--- src/rtl/sw_store_unlock.sv ---
module sw_store_unlock (
  input  logic        clk,
  input  logic        rst_n,
  input  logic        acc_stb,
  input  logic [10:0] acc_addr,
  input  logic        acc_wr,
  input  logic        ctrl_busy,
  output logic        store_req
);
  localparam int SEQ_LEN = 6;
  localparam int SW      = $clog2(SEQ_LEN);

  logic [SW-1:0] step_q, step_d;
  logic          req_d;

  function automatic logic [10:0] key_at(input logic [SW-1:0] i);
    case (i)
      SW'(0):  return 11'h000;
      SW'(1):  return 11'h555;
      SW'(2):  return 11'h2AA;
      SW'(3):  return 11'h7FF;
      SW'(4):  return 11'h0F0;
      SW'(5):  return 11'h70F;
      default: return 11'h000;
    endcase
  endfunction

  wire is_rd   = acc_stb && !acc_wr;
  wire hit     = is_rd && (acc_addr == key_at(step_q));
  wire last    = (step_q == SW'(SEQ_LEN-1));
  wire restart = is_rd && (acc_addr == key_at('0));

  always_comb begin
    step_d = step_q;
    req_d  = 1'b0;
    if (ctrl_busy) begin
      step_d = '0;
    end else if (acc_stb) begin
      if (hit) begin
        if (last) begin
          step_d = '0;
          req_d  = 1'b1;
        end else begin
          step_d = step_q + SW'(1);
        end
      end else if (restart) begin
        step_d = SW'(1);
      end else begin
        step_d = '0;
      end
    end
  end

  always_ff @(posedge clk) begin
    if (!rst_n) begin
      step_q    <= '0;
      store_req <= 1'b0;
    end else begin
      step_q    <= step_d;
      store_req <= req_d;
    end
  end
endmodule

--- config.mk ---
export PLATFORM = sky130hd
export DESIGN_NAME = sw_store_unlock
export DESIGN_NICKNAME = d
export VERILOG_FILES = /design/src/rtl/sw_store_unlock.sv
export SDC_FILE = /design/constraint.sdc
export NUM_CORES = 1
export LEC_CHECK = 0
export BUFFER_PORTS_ARGS = -buffer_cell sky130_fd_sc_hd__buf_2
export CORE_AREA = 5 5 42 44
export DETAILED_ROUTE_END_ITERATION = 6
export DIE_AREA = 0 0 47 49
export GPL_TIMING_DRIVEN = 0
export PLACE_DENSITY = 0.57
export SYNTH_ARGS = -nofsm -noshare
export SYNTH_HDL_FRONTEND = slang
export SYNTH_SLANG_ARGS = --single-unit
--- constraint.sdc ---
create_clock -name clk -period 2.6 [get_ports clk]
set_input_delay 0 -clock clk [delete_from_list [all_inputs] [get_ports clk]]
set_output_delay 0 -clock clk [all_outputs]
set_load 0.005 [all_outputs]
### Word-level counts from Yosys, hierarchy flattened

Cells that the tools add are included.
W data, S select, Z words.

| word-level totals | value |
|---|---|
| bits in registers | 4 |
| input port bits | 16 |

| cells by class | value |
|---|---|
| $add $sub $neg | 1 |
| equal/unequal tests | 6 |
| mux-type cells | 5 |
| bitwise logic cells | 3 |
| reduce and logical (&&, ||, !) cells | 7 |

Operator list:

| kind | count |
|---|---|
| $pmux W11 S5 | 1 |
| $eq A11 B11 Y1 | 1 |
| $logic_not A11 Y1 | 1 |
| $eq A3 B2 Y1 const B | 2 |
| $eq A3 B3 Y1 const B | 2 |
| $mux W3 | 2 |
| $reduce_or A4 Y1 | 1 |
| $add A3 B1 Y3 const B | 1 |
| $eq A3 B1 Y1 const B | 1 |
| $logic_and A1 B1 Y1 | 3 |
| $not A1 Y1 | 3 |
| $mux W1 | 2 |
| $reduce_or A2 Y1 | 1 |
| $logic_not A1 Y1 | 1 |

### Logic depth before layout (Yosys ltp)

| depth | value |
|---|---|
| depth in word-level cells | 6 |
| mapped depth | 9 |
| mapped depth without buffers | 7 |

### Worst setup path after synthesis

No wires, ideal clock.

| timing path | value |
|---|---|
| kind | reg2reg |
| start | register step_q[0] |
| end | register step_q[0] |
| setup time | 0.127 ns |
| arrival | 2.005 ns |
| slack | 0.468 ns |
| cell stages (with the launch flop) | 10 |
| buffers on the path | 2 |
| path through | dfxtp_1 buf_2 and2_2 ha_1 buf_2 nor4b_1 a31oi_1 a22oi_1 a31oi_1 or3_1 |

| between the ends | value |
|---|---|
| longest elaborated chain between the ends | 5 |
| elaborated cells between the ends (all ways) | 11 |
| those cells by class | add/sub (1); eq/ne (6); mux (3); reduce/logical (1) |

RTL lines:

| item | line | source |
|---|---|---|
| start, declared | 13 | `logic [SW-1:0] step_q, step_d;` |
| start signal, assigned | 59 | `step_q <= step_d;` |
| $eq A3 B3 Y1, or another cell as far along | 17, 30 |  |
| $pmux W11 S5 | 17 | `case (i)` |
| $eq A11 B11 Y1 | 29 | `wire hit = is_rd && (acc_addr == key_at(step_q));` |
| $logic_and A1 B1 Y1 | 29 |  |
| $mux W3 (*) | 39 | `if (hit) begin` |

Every way passes the cells marked *; elsewhere a longest branch is shown, timed or not.
A chain may end at the register's enable or synchronous reset.

### Worst setup path after layout

Ends and elaborated chain as after synthesis.

==> reports/qor.yml <==
use_met2: 0.145
instances_no_fill: 91
syn_area_um2: 454
met3_usage: 0.0111
comb_power_share: 0.165
dp.cells: 88
cp.arrival_ns: 2.44
grt_overflow_total: 0
synth_edf_count: 0
post-route-min-period_ns: 2.34
swShare: 0.215
grt_pass1_vias: 435
ys_seq_area_frac: 0.176
clock_skew_ns: 0.00238
hp-start: "acc_stb"
start_kind: "register"
wirelength_um: 1020
timing_worst_slew_pin_value_ns: 0.409
yosys.area.top_type: "dfxtp_1"
use_met1: 0.133
diodes: 0
max_freq_mhz: 428
synth.area.top_cells: "dfxtp_1 18%, mux2i_1 6.6%, nand2b_1 5.5%"
fin_crit_sh: 0.899
syn_avg_cell_area_um2: 8.11
path_cells: "buf_2 -> and2_2 -> ha_1 -> buf_2 -> nor4b_1 -> a31oi_1 -> a22oi_1 -> a31oi_1 -> or3_1"
outcome: "completed"
seqPwrFrac: 0.383
synth_nets: 73
drive_above_1_share: 0.360
hold_path_depth: 3
power_switching_mw: 0.0348
place.gp.congestion: 0.744
cpMaxStageDelayCell: "a22oi_1"
ir_worst_vdd_mv: 0.105
critPathMaxFanout: 10
grtUsageTotal: 0.101
synthCells: 56
ys_async_sr_fraction: 0
timing.final.ws_setup_ns: 0.263
fp.coreArea_um2: 1400
worstSetupPathType: "register to register"
gr-max-usage-layer: "met2"
path_clk_slew_ns: 0.03
worstHoldEndpoint: "step_q[1]"
regToRegSetupSlack_ns: 0.26
htree_levels: 1
cpPeakStageDelay_ns: 0.38
regToRegEndpoint: "step_q[0]"
yosys_warnings: 0
worstSkewPairLatency_ns: 0.23
clockPowerShare: 0.452
die-area_um2: 2300
synth_top_area_frac: 0.176
fin_setup_tns_ns: 0
die_w_um: 47
ys_types: 29
hold_viol_final: 0
cap_violations: 0
antenna_left: 0
num_rows: 14
p_leak_nw: 0.239
hold_buffers: 0
cts_tree: "done"
drc: 0
intPower_mw: 0.127
viasPerCell: 5.16
hold_class: "input pin to register"
numPortBuffers: 16
num_vias: 470
finalSetupViolCount: 0
critPathRequiredTime_ns: 2.70
max_slew_margin: 0.725
fin_nets: 94
ys_dominant_reg_cell: "dfxtp_1"
cts_buffer_depth: 2
clockRootBuffer: "clkbuf_4"
area_growth_pct: 27.0
synth_commonest_cells: "4 x a21oi_1, 4 x dfxtp_1, 4 x nand2b_1"
dpl_worst_slack_ns: 0.242
grt_max_degree: 11
cts_resized: 0
grt_pass1_wl_um: 1730
grt_setup_unrepaired: "false"
utilization: 0.412
drv_slew: 0
cts.sinks: 4
drt_first_pass_iters: 4
synth-seq-cells: 4
dp_hpwl_um: 829
die_h_um: 49
io_pins: 17
nFillCells: 165
worstReg2RegStart: "step_q[0]"
powerDensity_nw_per_um2: 280
endpoint_kind: "register"
start_util: 0.324
wl_per_cell_um: 11.2
r2r_cells: 9
antenna_found_initial: 0
cts_setup_buffers: 0
drtIter0Drc: 11
cts_inserted_buffers: 3
==> cell families (layout without fill, tap and decap cells) <==
| logic type | Yosys count | after routing | share of synthesized area |
|---|---|---|---|
| AND/OR/NAND/NOR | 31 | 31 | 0.493 |
| AO/OA/AOI/OAI | 11 | 11 | 0.157 |
| flip-flops | 4 | 4 | 0.176 |
| buffers and inverters | 4 | 23 | 0.0413 |
| multiplexers | 3 | 3 | 0.0661 |
| XOR/XNOR | 2 | 2 | 0.0386 |
| adder cells (fa/ha/maj) | 1 | 1 | 0.0275 |
==> power groups by stage <==
stage | combinational [mW] | sequential, mW | clock [mW]
after global routing | 0.0304 | 0.0617 | 0.0826
after global placement | 0.0258 | 0.0626 | 0
final | 0.0267 | 0.0618 | 0.0730
after detailed placement | 0.0267 | 0.0626 | 0
after floorplan | 0.00970 | 0.0626 | 0
after CTS | 0.0267 | 0.0617 | 0.0772
==> routing by layer <==
layer  vias up  wire length [um]
met5         -                 0
met4         0                 0
met3         0                38
met2        11               509
met1       202               472
li1        257                 -
==> through the flow <==
step | hold WS (ns) | power, mW | instance area (um^2)
final | 0.0918 | 0.161 | 577
after global routing | 0.0926 | 0.175 | 577
after CTS | 0.0819 | 0.166 | 577
after detailed placement | 0.326 | 0.0894 | 554
after global placement | 0.322 | 0.0885 | 554
after floorplan | 0.170 | 0.0723 | 454
==> area by class of cell <==
class | count | area, um^2 | share of cell area
multi-input cells | 48 | 355 | 0.616
flip-flops and latches | 4 | 80.1 | 0.139
well taps | 16 | 20.0 | 0.0347
clock buffers | 3 | 22.5 | 0.0390
repair buffers | 16 | 80.1 | 0.139
inverters | 1 | 3.75 | 0.00651
plain buffers | 3 | 15.0 | 0.0260
==> flip-flops by register name, indices dropped and copies added (netlist names) <==
signal and count:
step_q 3, store_req 1
==> critical path: cells and delay by family (launching register included) <==
kind	cells	cell delay, ns
fa+ha+maj	1	0.16
simple gates	3	0.86
flops	1	0.28
buf+inv	2	0.34
compound gates	3	0.58
==> worst max path at each step <==
stage,start,end,cells past startpoint
final,step_q[0],step_q[0],9
after global routing,step_q[0],step_q[0],9
after CTS,step_q[0],step_q[0],9
after detailed placement,step_q[0],step_q[0],9
after global placement,step_q[0],step_q[0],9
after floorplan,step_q[0],step_q[0],9
==> cell usage in the layout (no fill, tap or decap), drive strengths merged, types with 2 or more instances in the layout <==
cell type / count
and4: 2
nor3: 2
and3b: 2
dfxtp: 4
xnor2: 2
nor4b: 2
nor2: 2
o21ai: 2
a21oi: 4
or2b: 2
buf: 19
nand2b: 4
nand4: 2
mux2i: 3
nand3: 2
a31oi: 3
nor4: 3
nor3b: 2
clkbuf: 3
or3: 2
Power figures use the tool's default switching activity.
